### config.mk
export PLATFORM = sky130hd
export DESIGN_NAME = rdfwft_out_stage
export DESIGN_NICKNAME = d
export VERILOG_FILES = /design/src/rtl/rdfwft_pkg.sv /design/src/rtl/rdfwft_avail.sv /design/src/rtl/rdfwft_ctrl.sv /design/src/rtl/rdfwft_dreg.sv /design/src/rtl/rdfwft_out_stage.sv
export SDC_FILE = /design/constraint.sdc
export NUM_CORES = 1
export LEC_CHECK = 0
export BUFFER_PORTS_ARGS = -buffer_cell sky130_fd_sc_hd__buf_4
export CORE_MARGIN = 3
export CORE_UTILIZATION = 25
export DETAILED_ROUTE_END_ITERATION = 10
export PLACE_DENSITY_LB_ADDON = 0.08
export SLEW_MARGIN = 20
export SYNTH_ARGS = -nofsm -noshare
export SYNTH_HDL_FRONTEND = slang
export SYNTH_SLANG_ARGS = --single-unit
### constraint.sdc
create_clock -name clk_rd -period 2.5 [get_ports clk_rd]
set_input_delay 0.5 -clock clk_rd [delete_from_list [all_inputs] [get_ports clk_rd]]
set_output_delay 0.5 -clock clk_rd [all_outputs]
set_load 0.01 [all_outputs]
### src/rtl/rdfwft_pkg.sv
package rdfwft_pkg;

    typedef enum logic [0:0] {
        MODE_STD  = 1'b0,
        MODE_FALL = 1'b1
    } mode_e;

    // store-visibility pipeline: first stage sees a nonempty store,
    // second stage confirms it for one more edge
    typedef struct packed {
        logic avail;
        logic armed;
    } avail_state_t;

    typedef struct packed {
        mode_e mode;
        logic  rdy_n;
    } ctrl_state_t;

endpackage

### src/rtl/rdfwft_avail.sv
module rdfwft_avail #(
    parameter int CNT_W = 6
) (
    input  logic             clk_rd,
    input  logic             rst_n,
    input  logic [CNT_W-1:0] st_count_i,
    input  logic             pop_i,
    output logic             avail_o,
    output logic             armed_o
);
    import rdfwft_pkg::*;

    localparam logic [CNT_W-1:0] ONE_WORD = CNT_W'(1);

    avail_state_t av_d, av_q;
    logic         left_after_pop;

    always_comb begin
        // words remain once this edge's pop (if any) is taken away
        left_after_pop = (st_count_i != '0) && !(pop_i && (st_count_i == ONE_WORD));
        av_d = av_q;
        if (!rst_n) begin
            av_d = '0;
        end else begin
            av_d.avail = left_after_pop;
            av_d.armed = av_q.avail && left_after_pop;
        end
    end

    always_ff @(posedge clk_rd) begin
        av_q <= av_d;
    end

    assign avail_o = av_q.avail;
    assign armed_o = av_q.armed;


    no_empty_pop_chk: assert property (@(posedge clk_rd) disable iff (!rst_n)
        pop_i |-> (st_count_i != '0));


    armed_rise_chk: assert property (@(posedge clk_rd) disable iff (!rst_n)
        $rose(av_q.armed) |-> $past(av_q.avail));

endmodule

### src/rtl/rdfwft_ctrl.sv
module rdfwft_ctrl (
    input  logic clk_rd,
    input  logic rst_n,
    input  logic mode_sel_i,
    input  logic rd_en_n,
    input  logic armed_i,
    output logic pop_o,
    output logic flag_n_o
);
    import rdfwft_pkg::*;

    ctrl_state_t st_d, st_q;
    logic        fall_mode;
    logic        real_rd;

    assign fall_mode = (st_q.mode == MODE_FALL);

    always_comb begin
        st_d    = st_q;
        real_rd = 1'b0;
        pop_o   = 1'b0;
        if (fall_mode) begin
            real_rd = !rd_en_n && !st_q.rdy_n;
            pop_o   = rst_n && armed_i && (st_q.rdy_n || !rd_en_n);
        end else begin
            real_rd = !rd_en_n && armed_i;
            pop_o   = rst_n && real_rd;
        end

        if (!rst_n) begin
            st_d.mode  = mode_e'(mode_sel_i);
            st_d.rdy_n = 1'b1;
        end else if (fall_mode) begin
            if (pop_o) begin
                st_d.rdy_n = 1'b0;
            end else if (real_rd) begin
                st_d.rdy_n = 1'b1;
            end
        end
    end

    always_ff @(posedge clk_rd) begin
        st_q <= st_d;
    end

    assign flag_n_o = fall_mode ? st_q.rdy_n : armed_i;


    ready_rise_chk: assert property (@(posedge clk_rd) disable iff (!rst_n)
        (fall_mode && $rose(st_q.rdy_n)) |-> $past(!rd_en_n));


    std_pop_chk: assert property (@(posedge clk_rd) disable iff (!rst_n)
        (!fall_mode && pop_o) |-> !rd_en_n);


    mode_hold_chk: assert property (@(posedge clk_rd) disable iff (!rst_n)
        $past(rst_n) |-> $stable(st_q.mode));

endmodule

### src/rtl/rdfwft_dreg.sv
module rdfwft_dreg #(
    parameter int DATA_W = 9
) (
    input  logic              clk_rd,
    input  logic              rst_n,
    input  logic              load_i,
    input  logic [DATA_W-1:0] din_i,
    output logic [DATA_W-1:0] q_o
);
    logic [DATA_W-1:0] word_d, word_q;

    always_comb begin
        word_d = word_q;
        if (!rst_n) begin
            word_d = '0;
        end else if (load_i) begin
            word_d = din_i;
        end
    end

    always_ff @(posedge clk_rd) begin
        word_q <= word_d;
    end

    assign q_o = word_q;


    data_hold_chk: assert property (@(posedge clk_rd) disable iff (!rst_n)
        !load_i |=> $stable(word_q));

endmodule

### src/rtl/rdfwft_out_stage.sv
module rdfwft_out_stage #(
    parameter int DATA_W = 9,
    parameter int CNT_W  = 6
) (
    input  logic              clk_rd,
    input  logic              rst_n,
    input  logic              mode_sel_i,
    input  logic              rd_en_n,
    input  logic [CNT_W-1:0]  st_count_i,
    input  logic [DATA_W-1:0] st_data_i,
    output logic              st_pop_o,
    output logic [DATA_W-1:0] rd_data_o,
    output logic              flag_n_o
);
    logic avail;
    logic armed;
    logic pop;

    rdfwft_avail #(.CNT_W(CNT_W)) avail_i (
        .clk_rd     (clk_rd),
        .rst_n      (rst_n),
        .st_count_i (st_count_i),
        .pop_i      (pop),
        .avail_o    (avail),
        .armed_o    (armed)
    );

    rdfwft_ctrl ctrl_i (
        .clk_rd     (clk_rd),
        .rst_n      (rst_n),
        .mode_sel_i (mode_sel_i),
        .rd_en_n    (rd_en_n),
        .armed_i    (armed),
        .pop_o      (pop),
        .flag_n_o   (flag_n_o)
    );

    rdfwft_dreg #(.DATA_W(DATA_W)) dreg_i (
        .clk_rd (clk_rd),
        .rst_n  (rst_n),
        .load_i (pop),
        .din_i  (st_data_i),
        .q_o    (rd_data_o)
    );

    assign st_pop_o = pop;


    reset_quiet_chk: assert property (@(posedge clk_rd)
        !rst_n |=> (rd_data_o == '0) && !st_pop_o);

    logic unused_avail;
    assign unused_avail = avail;

endmodule

After elaboration in Yosys (flattened, before gate mapping)
Index checks and enable logic that the tools add are counted.
Word-level totals
  flip-flop bits (word level): 13
  output and inout bits: 11
  word-level logic and storage cells: 26
  bits of input ports: 19
Cells by class
  eq/ne operators: 1
  muxes and demuxes: 5
  reduce and logical (&&, ||, !) cells: 15
Operators with widths (count)
  logical AND 1 bit: 8
  == test 6 x 1 -> 1 bit (second input constant): 1
  nonzero test 6 bit: 1
  2-to-1 mux 1 bit: 5
  logical NOT 1 bit: 3
  AND reduction 2 bit: 1
  nonzero test 2 bit: 1
  logical OR 1 bit: 1

Logic depth before layout (Yosys ltp)
Gate-level depths: netlist of run 1.
  depth after elaboration: 8
  gate-level depth with buffers: 3
  gate-level depth less buffers: 3

By module
Synthesis of run 1 repeated with hierarchy kept, for this count alone.
Second synthesis, totals
  cells, all modules: 47
  area, all modules: 528.0 um2
By module, submodules not included
  rdfwft_dreg: cells an instance 28, area each 337.8 um2, times used 1, seq. area each 180.2 um2
  rdfwft_ctrl: cells an instance 10, area each 98.8 um2, times used 1, seq. area each 50.0 um2
  rdfwft_avail: cells an instance 9, area each 91.3 um2, times used 1, seq. area each 40.0 um2

Worst setup path before layout of run 1
No wires, ideal clock.
  path type: input-to-output
  from: input rd_en_n
  to: output st_pop_o
  data required time: 2.000 ns
  path buffers: 0
  path slack: 1.042 ns
  stages on the path: 2
  arrival time: 0.958 ns
  cell sequence: a21boi_2 > nor3_1
Between the ends
  longest elaborated chain between the ends: 4
  elaborated cells on any way between the ends: 6
  those cells by class: mux: 1; reduce/logical: 5
RTL lines
  start: declaration: RTL line rdfwft_out_stage.sv:8  | input logic rd_en_n,
  logical NOT 1 bit *: RTL line rdfwft_ctrl.sv:24, rdfwft_ctrl.sv:26
  logical AND 1 bit / logical OR 1 bit (equally long branches): RTL line rdfwft_ctrl.sv:26, rdfwft_ctrl.sv:24
  logical AND 1 bit (on tied branches): RTL line rdfwft_ctrl.sv:27, rdfwft_ctrl.sv:24
  2-to-1 mux 1 bit *: RTL line rdfwft_ctrl.sv:22  | if (fall_mode) begin
  end: declaration: RTL line rdfwft_out_stage.sv:11  | output logic st_pop_o,
Every way passes the cells marked *; elsewhere a longest branch is shown, timed or not.

Worst setup path in the final report of run 1
  from: register ctrl_i.st_q, in the netlist ctrl_i.fall_mode
  to: output st_pop_o
Between the ends
  longest elaborated chain between the ends: 1
RTL lines
  start: declaration: RTL line rdfwft_ctrl.sv:12  | ctrl_state_t st_d, st_q;
  start signal: assignment: RTL line rdfwft_ctrl.sv:43  | st_q <= st_d;
  2-to-1 mux 1 bit: RTL line rdfwft_ctrl.sv:22
No other way between the ends.

==> PnR_summary.wiki, run 1 <==
{| class="wikitable"
! Metric !! Value
|-
| Synthesis warning total || 0
|-
| Crit path required time || 2.00 ns
|-
| Full die area || 2770 µm²
|-
| Post-CTS Setup Bufs || 0
|-
| Maximum VDD drop || 0.327 mV
|-
| Post-synth cell types || 15
|-
| Max Transition Viols Final || 0
|-
| Startpoint type of the worst setup path || register
|-
| Vias in the first global route || 467
|-
| Count of cells along the worst register-to-register path || 3
|-
| Instance count after placement with tap cells included || 113
|-
| Outcome || finished clean
|-
| Global-route wire length before repair || 1950 µm
|-
| GRT Util Overall || 10.0%
|-
| Number of cells produced by synthesis || 59
|-
| Starting density of the core || 27.1%
|-
| Setup slack after placement || 0.832 ns
|-
| Mean cell area of the mapped netlist || 9.20 µm²
|-
| Crit share post-route || 71.4%
|-
| Kind of end point of the critical path || output pin
|-
| Number of max-cap violations || 0
|-
| Top achievable clock speed || 560 MHz
|-
| Post-route total power || 0.000429 W
|-
| Post-layout min period || 1.79 ns
|-
| Hold-critical path endpoint || ctrl_i.fall_mode$_DFFE_PN_
|-
| Horizontal die dimension || 52.6 µm
|-
| Clock tree from TritonCTS || yes
|-
| Data arrival time of the worst path || 1.29 ns
|-
| Number of top-level pins || 30
|-
| Remaining max-slew budget at the tightest pin || 77.8%
|-
| Count of vias placed by the detailed router || 484
|-
| Leakage Power || 0.370 nW
|-
| Worst-path fanout max || 5
|-
| Vias/cell || 4.14
|-
| Endpoint of the worst register-to-register path || dreg_i.q_o[3]$_SDFFE_PN0P_
|-
| Ratio of cells with drive above 1 in the final layout || 40.0%
|-
| Worst clock skew on the final layout || 0.00193 ns
|-
| Synth top area share || 44.2%
|-
| Routed wire length || 1150 µm
|-
| H-tree levels || 1
|-
| Flop2flop setup slack || 1.36 ns
|-
| Synthesized area || 543 µm²
|-
| Finished layout cell area || 813 µm²
|-
| Sequential area share after synthesis || 49.8%
|-
| Deepest clock path buffer count || 2
|-
| Final weighted congestion of routability-driven global placement || 0.726
|-
| Synth Register Bits || 13
|-
| Most area-consuming cells after synthesis || sky130_fd_sc_hd__dfxtp_1 44%, sky130_fd_sc_hd__mux2i_1 17%, sky130_fd_sc_hd__nand2_1 15%, sky130_fd_sc_hd__edfxtp_1 5.5%, sky130_fd_sc_hd__nor2_8 3.7%
|-
| Cts-stage hold buffer count || 0
|-
| Wirelength per Cell || 9.86 µm
|-
| Area of the core || 2000 µm²
|-
| Reg2reg start || ctrl_i.fall_mode$_DFFE_PN_
|-
| Post-CTS resize count || 0
|-
| Number of detailed-route iterations in the first pass || 2
|-
| Number of standard cells in the layout, taps in and fillers out || 117
|-
| Port Buffers || 29
|-
| Total clock buffers created by CTS || 3
|-
| Placed cell area || 787 µm²
|-
| Fill cell count || 216
|-
| Cell chain of the critical path || a21boi_2 -> nor3_1 -> buf_4
|-
| Critical Path Max Stage Delay || 0.45 ns
|-
| Antenna fix cells || 0
|-
| Setup-failing EPs final || 0
|-
| Unrepaired setup endpoints after global routing || no
|-
| Vert. Die Dim || 52.6 µm
|-
| Power Density || 527 nW/µm²
|-
| Start point of the worst min-delay path || mode_sel_i
|-
| Final total negative setup slack || 0 ns
|-
| Nets || 110
|-
| Clock insertion delay at the later pin of the skew report || 0.27 ns
|-
| Clk slew on worst S/H paths || 0.07 ns
|-
| Cell accounting for the most synthesized area || sky130_fd_sc_hd__dfxtp_1
|-
| Clock net sink count || 13
|-
| WHS Path Cells || 1
|-
| Worst path slowest cell || sky130_fd_sc_hd__edfxtp_1
|-
| Post-route DRC || 0
|-
| Final worst-path setup slack || 0.715 ns
|-
| DRT antenna net count || 0
|-
| Antenna violations before repair || 0
|-
| HPWL after DPL || 868 µm
|-
| Number of hold violations in the final report || 0
|-
| Area Growth Syn to Fin || 49.8%
|-
| Type of the most critical hold path || input port to register
|-
| Root buffer selected by CTS || sky130_fd_sc_hd__clkbuf_4
|-
| # rows || 16
|-
| Largest net degree at the start of global routing || 22
|-
| Remaining Overflow, GRT || 0
|-
| Worst-Margin Slew || 0.331 ns
|-
| Setup Crit Path Kind || register to output pin
|-
| Net count after synthesis || 78
|-
| Number of DRC markers after the initial detailed-route iteration || 6
|}
[sequential cells by signal, indices dropped and copies added, names as in the netlist]
| register | cells |
|---|---|
| avail_i.armed_o | 1 |
| ctrl_i.st_q | 1 |
| avail_i.avail_o | 1 |
| ctrl_i.fall_mode | 1 |
| dreg_i.q_o | 9 |
[layout by cell type, fill, tap and decap left out]
| cell type | netlist | final |
|---|---|---|
| sky130_fd_sc_hd__nor2_8 | 1 | 1 |
| sky130_fd_sc_hd__a21boi_2 | 1 | 1 |
| sky130_fd_sc_hd__nand2_1 | 22 | 22 |
| sky130_fd_sc_hd__or4_4 | 1 | 1 |
| sky130_fd_sc_hd__nor2_2 | 1 | 1 |
| sky130_fd_sc_hd__nor2b_1 | 1 | 1 |
| sky130_fd_sc_hd__edfxtp_1 | 1 | 1 |
| sky130_fd_sc_hd__a21oi_1 | 2 | 2 |
| sky130_fd_sc_hd__inv_1 | 2 | 2 |
| sky130_fd_sc_hd__nor3_1 | 1 | 1 |
| sky130_fd_sc_hd__buf_4 | 0 | 29 |
| sky130_fd_sc_hd__o21ai_0 | 2 | 2 |
| sky130_fd_sc_hd__dfxtp_1 | 12 | 12 |
| sky130_fd_sc_hd__o21ai_1 | 1 | 1 |
| sky130_fd_sc_hd__mux2i_1 | 9 | 9 |
| sky130_fd_sc_hd__clkbuf_1 | 2 | 1 |
| sky130_fd_sc_hd__clkbuf_4 | 0 | 3 |
[cell usage after synthesis]
master and n:
sky130_fd_sc_hd__nor2_8 1, sky130_fd_sc_hd__dfxtp_1 12, sky130_fd_sc_hd__clkbuf_1 2, sky130_fd_sc_hd__nand2_1 22
sky130_fd_sc_hd__or4_4 1, sky130_fd_sc_hd__a21boi_2 1, sky130_fd_sc_hd__o21ai_0 2, sky130_fd_sc_hd__mux2i_1 9
sky130_fd_sc_hd__a21oi_1 2, sky130_fd_sc_hd__nor2b_1 1, sky130_fd_sc_hd__nor3_1 1, sky130_fd_sc_hd__inv_1 2
sky130_fd_sc_hd__nor2_2 1, sky130_fd_sc_hd__o21ai_1 1, sky130_fd_sc_hd__edfxtp_1 1
[metal layers]
metal	global-route usage, %	wire length, µm
met1	11.2	488
met2	15.5	552
met3	5.13	96
met4	5.11	17
met5	0	0
[kinds of logic after synthesis]
group | after synthesis | share of synthesized area (%)
multiplexers | 9 | 16.6
flip-flops | 13 | 49.8
AND/OR/NAND/NOR | 27 | 24.2
AO/OA/AOI/OAI | 6 | 6.68
buffers and inverters | 4 | 2.77
[worst max-delay path by stage]
stage	to	cells after the start	startpoint
global route	st_pop_o	3	ctrl_i.fall_mode$_DFFE_PN_
CTS	st_pop_o	3	ctrl_i.fall_mode$_DFFE_PN_
finish	st_pop_o	3	ctrl_i.fall_mode$_DFFE_PN_
floorplan	st_pop_o	2	rd_en_n
global placement	st_pop_o	4	rst_n
detailed placement	st_pop_o	4	rst_n
[through the flow]
stage               hold slack, ns  utilization (%)
finish                       0.407             40.6
global route                 0.392             40.6
CTS                          0.395             40.6
detailed placement           0.414             39.3
global placement             0.413             39.3
floorplan                    0.407                -
[worst max-delay path: cells and delay by family, from the launching register on]
kind,cells,cell delay (ns)
compound gates,1,0.34
buf+inv,1,0.15
flops,1,0.45
simple gates,1,0.08
[power by group]
group	leakage, nW	switching (W)	internal (W)
Clock	0.0150	0.0000645	0.0000618
Combinational	0.247	0.0000328	0.0000425
Sequential	0.108	0.00000629	0.000221
[final cells by class]
class | count | area [µm²] | area share [%]
Clock buffer | 4 | 26.3 | 3.23
Inverter | 2 | 7.51 | 0.923
Multi-Input combinational cell | 42 | 258 | 31.7
Sequential cell | 13 | 270 | 33.2
Tap cell | 27 | 33.8 | 4.15
Timing Repair Buffer | 29 | 218 | 26.8
Note: power is estimated with default switching activity, not from simulation.
==> run 2, diff against run 1 <==
==> constraint.sdc (replaced) <==
create_clock -name clk_rd -period 1.6 [get_ports clk_rd]
set_input_delay 0.32 -clock clk_rd [delete_from_list [all_inputs] [get_ports clk_rd]]
set_output_delay 0.32 -clock clk_rd [all_outputs]
set_load 0.01 [all_outputs]
==> run 2 against run 1 <==
Sequential share of layout area decreased by 1.5 points. Combinational power rose by 72%. Highest routed layer unchanged. Global-route usage down 0.64 points.
==> PnR_summary.wiki, run 2 (synthesized netlist as in run 1, its figures left out) <==
{| class="wikitable"
! Metric !! Value
|-
| Outcome || finished clean
|-
| Sequential power share || 52.2%
|-
| Largest net degree at the start of global routing || 21
|-
| Maximum VDD drop || 0.458 mV
|-
| Remaining Overflow, GRT || 0
|-
| Worst path slowest cell || sky130_fd_sc_hd__edfxtp_1
|-
| Remaining max-slew budget at the tightest pin || 84.0%
|-
| Leakage Power || 0.394 nW
|-
| Critical Path Max Stage Delay || 0.47 ns
|-
| GRT Util Overall || 9.39%
|-
| Count of vias placed by the detailed router || 511
|-
| Clock tree from TritonCTS || yes
|-
| Crit path required time || 1.28 ns
|-
| Post-layout min period || 1.44 ns
|-
| Final total negative setup slack || 0 ns
|-
| Most common cell after layout, fill and taps aside || sky130_fd_sc_hd__buf_4
|-
| Worst-path fanout max || 5
|-
| Antenna fix cells || 0
|-
| Antenna violations before repair || 0
|-
| Post-route DRC || 0
|-
| Total area of sequential cells || 270 µm²
|-
| Commonest cells after routing, fill and taps aside || 33 x sky130_fd_sc_hd__buf_4, 22 x sky130_fd_sc_hd__nand2_1, 12 x sky130_fd_sc_hd__dfxtp_1, 9 x sky130_fd_sc_hd__mux2i_1, 3 x sky130_fd_sc_hd__clkbuf_4
|-
| Root buffer selected by CTS || sky130_fd_sc_hd__clkbuf_4
|-
| Setup slack after placement || 0.283 ns
|-
| Setup Crit Path Kind || register to output pin
|-
| Switching power as a share of total power || 24.2%
|-
| Fill cell count || 212
|-
| Wirelength per Cell || 9.93 µm
|-
| Number of DRC markers after the initial detailed-route iteration || 4
|-
| Logic gate share of total power || 18.9%
|-
| Cell chain of the critical path || a21boi_4 -> nor3_1 -> buf_4
|-
| Max reg flops || 9
|-
| Total clock buffers created by CTS || 3
|-
| Internal power consumption || 0.000517 W
|-
| Top achievable clock speed || 692 MHz
|-
| Setup-failing EPs final || 0
|-
| Horizontal die dimension || 52.6 µm
|-
| Worst-Margin Slew || 0.240 ns
|-
| Data arrival time of the worst path || 1.12 ns
|-
| Part of the power in the clock network || 28.9%
|-
| HPWL after DPL || 882 µm
|-
| Port Buffers || 29
|-
| Startpoint type of the worst setup path || register
|-
| Type of the most critical hold path || input port to register
|-
| # rows || 16
|-
| Max Transition Viols Final || 0
|-
| Number of detailed-route iterations in the first pass || 2
|-
| Crit share post-route || 90.3%
|-
| Deepest clock path buffer count || 2
|-
| Worst clock skew on the final layout || 0.00272 ns
|-
| Cts-stage hold buffer count || 0
|-
| Number of top-level pins || 30
|-
| Nets || 114
|-
| Routed wire length || 1200 µm
|-
| Starting density of the core || 27.1%
|-
| Vias/cell || 4.22
|-
| Clk slew on worst S/H paths || 0.08 ns
|-
| Clock net sink count || 13
|-
| H-tree levels || 1
|-
| Power Density || 802 nW/µm²
|-
| Post-route total power || 0.000683 W
|-
| Full die area || 2770 µm²
|-
| Area Growth Syn to Fin || 56.7%
|-
| Number of hold violations in the final report || 0
|-
| Final worst-path setup slack || 0.155 ns
|-
| Footprint of the multi-input gates || 265 µm²
|-
| Reported net switching power || 0.000165 W
|-
| Final weighted congestion of routability-driven global placement || 0.660
|-
| Global-route wire length before repair || 1860 µm
|-
| Ratio of cells with drive above 1 in the final layout || 42.6%
|-
| Vert. Die Dim || 52.6 µm
|-
| Clock insertion delay at the later pin of the skew report || 0.26 ns
|-
| Unrepaired setup endpoints after global routing || no
|-
| Kind of end point of the critical path || output pin
|-
| DRT antenna net count || 0
|-
| Area of the core || 2000 µm²
|-
| Number of max-cap violations || 0
|-
| Vias in the first global route || 441
|}
[run 2: cell count changes in the layout (fill, tap and decap cells not counted), sizes merged]
cell,previous run,this run
buf,29,33
[run 2: path summary, 6_finish.rpt]
kind | start | endpoint | slack [ns] | cells after the start
worst max register to register | ctrl_i.fall_mode$_DFFE_PN_ | dreg_i.q_o[6]$_SDFFE_PN0P_ | 0.44 | 4
worst max-delay path | ctrl_i.fall_mode$_DFFE_PN_ | st_pop_o | 0.16 | 3
worst min register to register | avail_i.avail_o$_SDFF_PN0_ | avail_i.armed_o$_SDFF_PN0_ | 0.44 | 2
worst min-delay path | mode_sel_i | ctrl_i.fall_mode$_DFFE_PN_ | 0.22 | 1
[run 2: power groups by stage]
| stage | Clock (W) | Sequential [W] | Combinational, W |
|---|---|---|---|
| final | 0.000197 | 0.000356 | 0.000129 |
| after global routing | 0.000224 | 0.000359 | 0.000142 |
| after CTS | 0.000209 | 0.000356 | 0.000124 |
| after detailed placement | 0 | 0.000363 | 0.000122 |
| after global placement | 0 | 0.000363 | 0.000120 |
| after floorplan | 0 | 0.000367 | 0.0000507 |
[run 2: critical path, delay by kind of cell, from the launching register on]
family                 cells  cell delay (ns)
AO/OA/AOI/OAI              1             0.18
flip-flops                 1             0.47
buffers and inverters      1             0.15
AND/OR/NAND/NOR            1             0.06
[run 2: area by class of cell]
type	instances	area share, %
repair buffers	33	29.1
inverters	2	0.882
clock buffers	4	3.09
well taps	27	3.97
multi-input cells	42	31.2
flip-flops and latches	13	31.8
[run 2: per-layer routing]
layer  part of all wire (%)  vias to the layer above  GRT usage (%)
met5                      0                        -              0
met4                    1.1                        0           3.83
met3                    6.9                        2           3.42
met2                     48                       13           15.3
met1                     44                      231           11.0
li1                       -                      265              -
[run 2: through the flow]
| stage | utilization (%) | cells | instance area [µm²] | hold WS (ns) |
|---|---|---|---|---|
| 3_3_place_gp | 39.7 | 114 | 795 | 0.418 |
| 6_report | 42.5 | 121 | 851 | 0.225 |
| 5_1_grt | 42.5 | 121 | 851 | 0.213 |
| 2_1_floorplan | - | 59 | 543 | 0.407 |
| 3_5_place_dp | 39.7 | 114 | 795 | 0.418 |
| 4_1_cts | 41.4 | 118 | 828 | 0.214 |
[run 2: what timing repair did]
action / 4_1_cts / 5_1_grt
hold endpoints to repair: 0 / 0
pin swaps: 0 / 1
gates resized for setup: 1 / 0
setup endpoints to repair: 1 / 1
setup buffers: 0 / 3
==> run 3, diff against run 2 <==
--- a/config.mk
+++ b/config.mk
@@ -5,7 +5,9 @@
 export SDC_FILE = /design/constraint.sdc
 export NUM_CORES = 1
 export LEC_CHECK = 0
+export ABC_AREA = 1
 export BUFFER_PORTS_ARGS = -buffer_cell sky130_fd_sc_hd__buf_4
+export CAP_MARGIN = 20
 export CORE_MARGIN = 3
 export CORE_UTILIZATION = 25
 export DETAILED_ROUTE_END_ITERATION = 10
==> run 3 against run 2 <==
Clock skew is essentially flat. Core utilization grew 0.32 points. Worst setup slack lost 0.019 ns. Non-clock buffer count shrank 3. Sequential cell count is the same. Sequential share of layout area grew 2.9 points. Highest routed layer is now met3. Global-route usage grew 0.65 points. Design area shrank 8.4%. Worst hold slack lost 0.0037 ns. Critical path type unchanged. Synthesized area shrank 5.8%. Die area shrank 5.1%. Critical endpoint unchanged.
==> PnR_summary.wiki, run 3 <==
{| class="wikitable"
! Metric !! Value
|-
| Data arrival time of the worst path || 1.14 ns
|-
| Wirelength per Cell || 8.84 µm
|-
| Synth Register Bits || 13
|-
| Final core utilization || 42.8%
|-
| Synthesis warning total || 0
|-
| Area fraction in compound gates after synthesis || 3.18%
|-
| Count of vias placed by the detailed router || 490
|-
| Setup Crit Path Kind || register to output pin
|-
| Unrepaired setup endpoints after global routing || no
|-
| Post-layout min period || 1.46 ns
|-
| GRT Util Overall || 10.0%
|-
| # rows || 15
|-
| Capture point of the critical path || st_pop_o
|-
| Post-CTS resize count || 0
|-
| Starting density of the core || 28.1%
|-
| Most common cell after layout, fill and taps aside || sky130_fd_sc_hd__buf_4
|-
| Endpoint of the worst register-to-register path || avail_i.armed_o$_SDFF_PN0_
|-
| Vias in the first global route || 478
|-
| FFs w/ async S/R, synth || 0%
|-
| Post-synthesis adder-cell area fraction || 0%
|-
| Cts-stage hold buffer count || 0
|-
| Synthesized area || 512 µm²
|-
| Most frequent cells after synthesis || 23 x sky130_fd_sc_hd__nand2_1, 12 x sky130_fd_sc_hd__dfxtp_1, 9 x sky130_fd_sc_hd__nand3_1, 5 x sky130_fd_sc_hd__inv_1, 3 x sky130_fd_sc_hd__nand2_2
|-
| Ratio of cells with drive above 1 in the final layout || 42.3%
|-
| Post-CTS Setup Bufs || 0
|-
| Worst clock skew on the final layout || 0.00258 ns
|-
| Critical Path Max Stage Delay || 0.40 ns
|-
| Number of enable-type register cells in the synthesized netlist || 1
|-
| Remaining Overflow, GRT || 0
|-
| Worst-path fanout max || 10
|-
| Largest net degree at the start of global routing || 13
|-
| Commonest cells after routing, fill and taps aside || 30 x sky130_fd_sc_hd__buf_4, 23 x sky130_fd_sc_hd__nand2_1, 12 x sky130_fd_sc_hd__dfxtp_1, 9 x sky130_fd_sc_hd__nand3_1, 5 x sky130_fd_sc_hd__inv_1
|-
| Top achievable clock speed || 683 MHz
|-
| H-tree levels || 1
|-
| Number of DRC markers after the initial detailed-route iteration || 2
|-
| Area of the core || 1820 µm²
|-
| Kind of end point of the critical path || output pin
|-
| Number of cells produced by synthesis || 65
|-
| Post-synth cell types || 16
|-
| Root buffer selected by CTS || sky130_fd_sc_hd__clkbuf_4
|-
| Number of standard cells in the layout, taps in and fillers out || 122
|-
| Synth top area share || 46.9%
|-
| Number of max-cap violations || 0
|-
| Setup-failing EPs final || 0
|-
| Cell accounting for the most synthesized area || sky130_fd_sc_hd__dfxtp_1
|-
| Most repeated library cell on the critical path || sky130_fd_sc_hd__nand2_1
|-
| Post-synthesis xor/xnor area fraction || 0%
|-
| Worst path slowest cell || sky130_fd_sc_hd__edfxtp_1
|-
| Type of the most critical hold path || input port to register
|-
| Leakage Power || 0.416 nW
|-
| Number of top-level pins || 30
|-
| Startpoint type of the worst setup path || register
|-
| Global-route wire length before repair || 1950 µm
|-
| Nets || 117
|-
| Worst-Margin Slew || 0.160 ns
|-
| Horizontal die dimension || 51.2 µm
|-
| Mean cell area of the mapped netlist || 7.87 µm²
|-
| Library cell with the highest instance count after synthesis || sky130_fd_sc_hd__nand2_1
|-
| Final weighted congestion of routability-driven global placement || 0.709
|-
| Clk slew on worst S/H paths || 0.08 ns
|-
| Full die area || 2630 µm²
|-
| Number of hold violations in the final report || 0
|-
| Cell chain of the critical path || nand2_1 -> nand2_1 -> nand2_2 -> inv_2 -> buf_4
|-
| Antenna violations before repair || 0
|-
| HPWL after DPL || 851 µm
|-
| Area fraction in and, or, nand and nor cells after synthesis || 36.7%
|-
| Count of cells along the worst register-to-register path || 8
|-
| Dominant combinational cell family by area after synthesis || simple AND/OR/NAND/NOR gates
|-
| Max reg flops || 9
|-
| Routed wire length || 1080 µm
|-
| Area Growth Syn to Fin || 52.3%
|-
| Minimum hold slack || 0.221 ns
|-
| Flop2flop setup slack || 0.53 ns
|-
| Reg2reg start || ctrl_i.fall_mode$_DFFE_PN_
|-
| Deepest clock path buffer count || 2
|-
| Vert. Die Dim || 51.2 µm
|-
| Post-route DRC || 0
|-
| DRT antenna net count || 0
|-
| Number of detailed-route iterations in the first pass || 2
|-
| Remaining max-slew budget at the tightest pin || 89.3%
|-
| Clock insertion delay at the later pin of the skew report || 0.27 ns
|-
| Power Density || 844 nW/µm²
|-
| Most area-consuming cells after synthesis || sky130_fd_sc_hd__dfxtp_1 47%, sky130_fd_sc_hd__nand2_1 17%, sky130_fd_sc_hd__nand3_1 8.8%, sky130_fd_sc_hd__edfxtp_1 5.9%, sky130_fd_sc_hd__inv_1 3.7%
|-
| Post-route total power || 0.000658 W
|-
| Antenna fix cells || 0
|-
| Final total negative setup slack || 0 ns
|-
| Clock tree from TritonCTS || yes
|-
| Vias/cell || 4.02
|-
| Sequential area share after synthesis || 52.8%
|-
| Crit path required time || 1.28 ns
|-
| Crit share post-route || 91.5%
|-
| Crit path from || ctrl_i.fall_mode$_DFFE_PN_
|-
| Net count after synthesis || 84
|-
| Prevailing post-synth register cell || sky130_fd_sc_hd__dfxtp_1
|-
| Portion of netlist area occupied by mux cells || 0%
|-
| Outcome || finished clean
|-
| Instance count after placement with tap cells included || 118
|-
| Fill cell count || 200
|-
| Total clock buffers created by CTS || 3
|-
| Clock net sink count || 13
|-
| Maximum VDD drop || 0.441 mV
|-
| Port Buffers || 29
|-
| Max Transition Viols Final || 0
|}
==> run 3: cell types whose count changed in the layout (fill, tap and decap cells not counted), sizes merged, moves of 2 or more <==
cell / previous run / this run
mux2i: 9 / 0
nand3: 0 / 9
nand2: 22 / 27
inv: 2 / 6
buf: 33 / 30
nor2: 2 / 4
o21ai: 3 / 1
==> run 3: critical path, delay by kind of cell (launching register included) <==
kind	cells	cell delay, ns
and+or+nand+nor	3	0.24
buffers and inverters	2	0.23
DFF	1	0.40
==> run 3: routing by layer <==
metal	share of wire (%)	routed length, µm	track usage [%]	vias up
met4	0	0	2.62	0
met1	44	476	11.7	206
met2	46	494	15.5	18
li1	-	-	-	266
met5	0	0	0	-
met3	9.8	106	6.12	0
==> run 3: through the flow <==
step	cell area, µm²	worst slack (ns)
floorplan	512	0.598
global placement	753	0.347
detailed placement	753	0.324
CTS	779	0.110
global route	779	0.0130
finish	779	0.136
==> run 3: worst min path at each step <==
| stage | slack [ns] | start | depth (start not counted) | to |
|---|---|---|---|---|
| finish | 0.22 | mode_sel_i | 1 | ctrl_i.fall_mode$_DFFE_PN_ |
| global route | 0.20 | mode_sel_i | 1 | ctrl_i.fall_mode$_DFFE_PN_ |
| CTS | 0.21 | mode_sel_i | 1 | ctrl_i.fall_mode$_DFFE_PN_ |
| detailed placement | 0.42 | avail_i.avail_o$_SDFF_PN0_ | 2 | avail_i.armed_o$_SDFF_PN0_ |
| global placement | 0.42 | avail_i.avail_o$_SDFF_PN0_ | 2 | avail_i.armed_o$_SDFF_PN0_ |
| floorplan | 0.41 | avail_i.avail_o$_SDFF_PN0_ | 2 | avail_i.armed_o$_SDFF_PN0_ |
==> run 3: kinds of logic after synthesis <==
family | Yosys count
and+or+nand+nor | 41
buffers and inverters | 8
DFF | 13
AOI/OAI and AO/OA | 3
==> run 3: cell type report <==
| cell class | instances | area, µm² | share of cell area [%] |
|---|---|---|---|
| Clock buffer | 4 | 26.3 | 3.37 |
| Sequential cell | 13 | 270 | 34.7 |
| Timing Repair Buffer | 30 | 225 | 28.9 |
| Multi-Input combinational cell | 44 | 204 | 26.2 |
| Tap cell | 25 | 31.3 | 4.01 |
| Inverter | 6 | 22.5 | 2.89 |
==> run 3: power breakdown <==
part           internal (W)  switching, W
clock             0.0000965      0.000103
combinational     0.0000602     0.0000444
sequential         0.000345    0.00000890
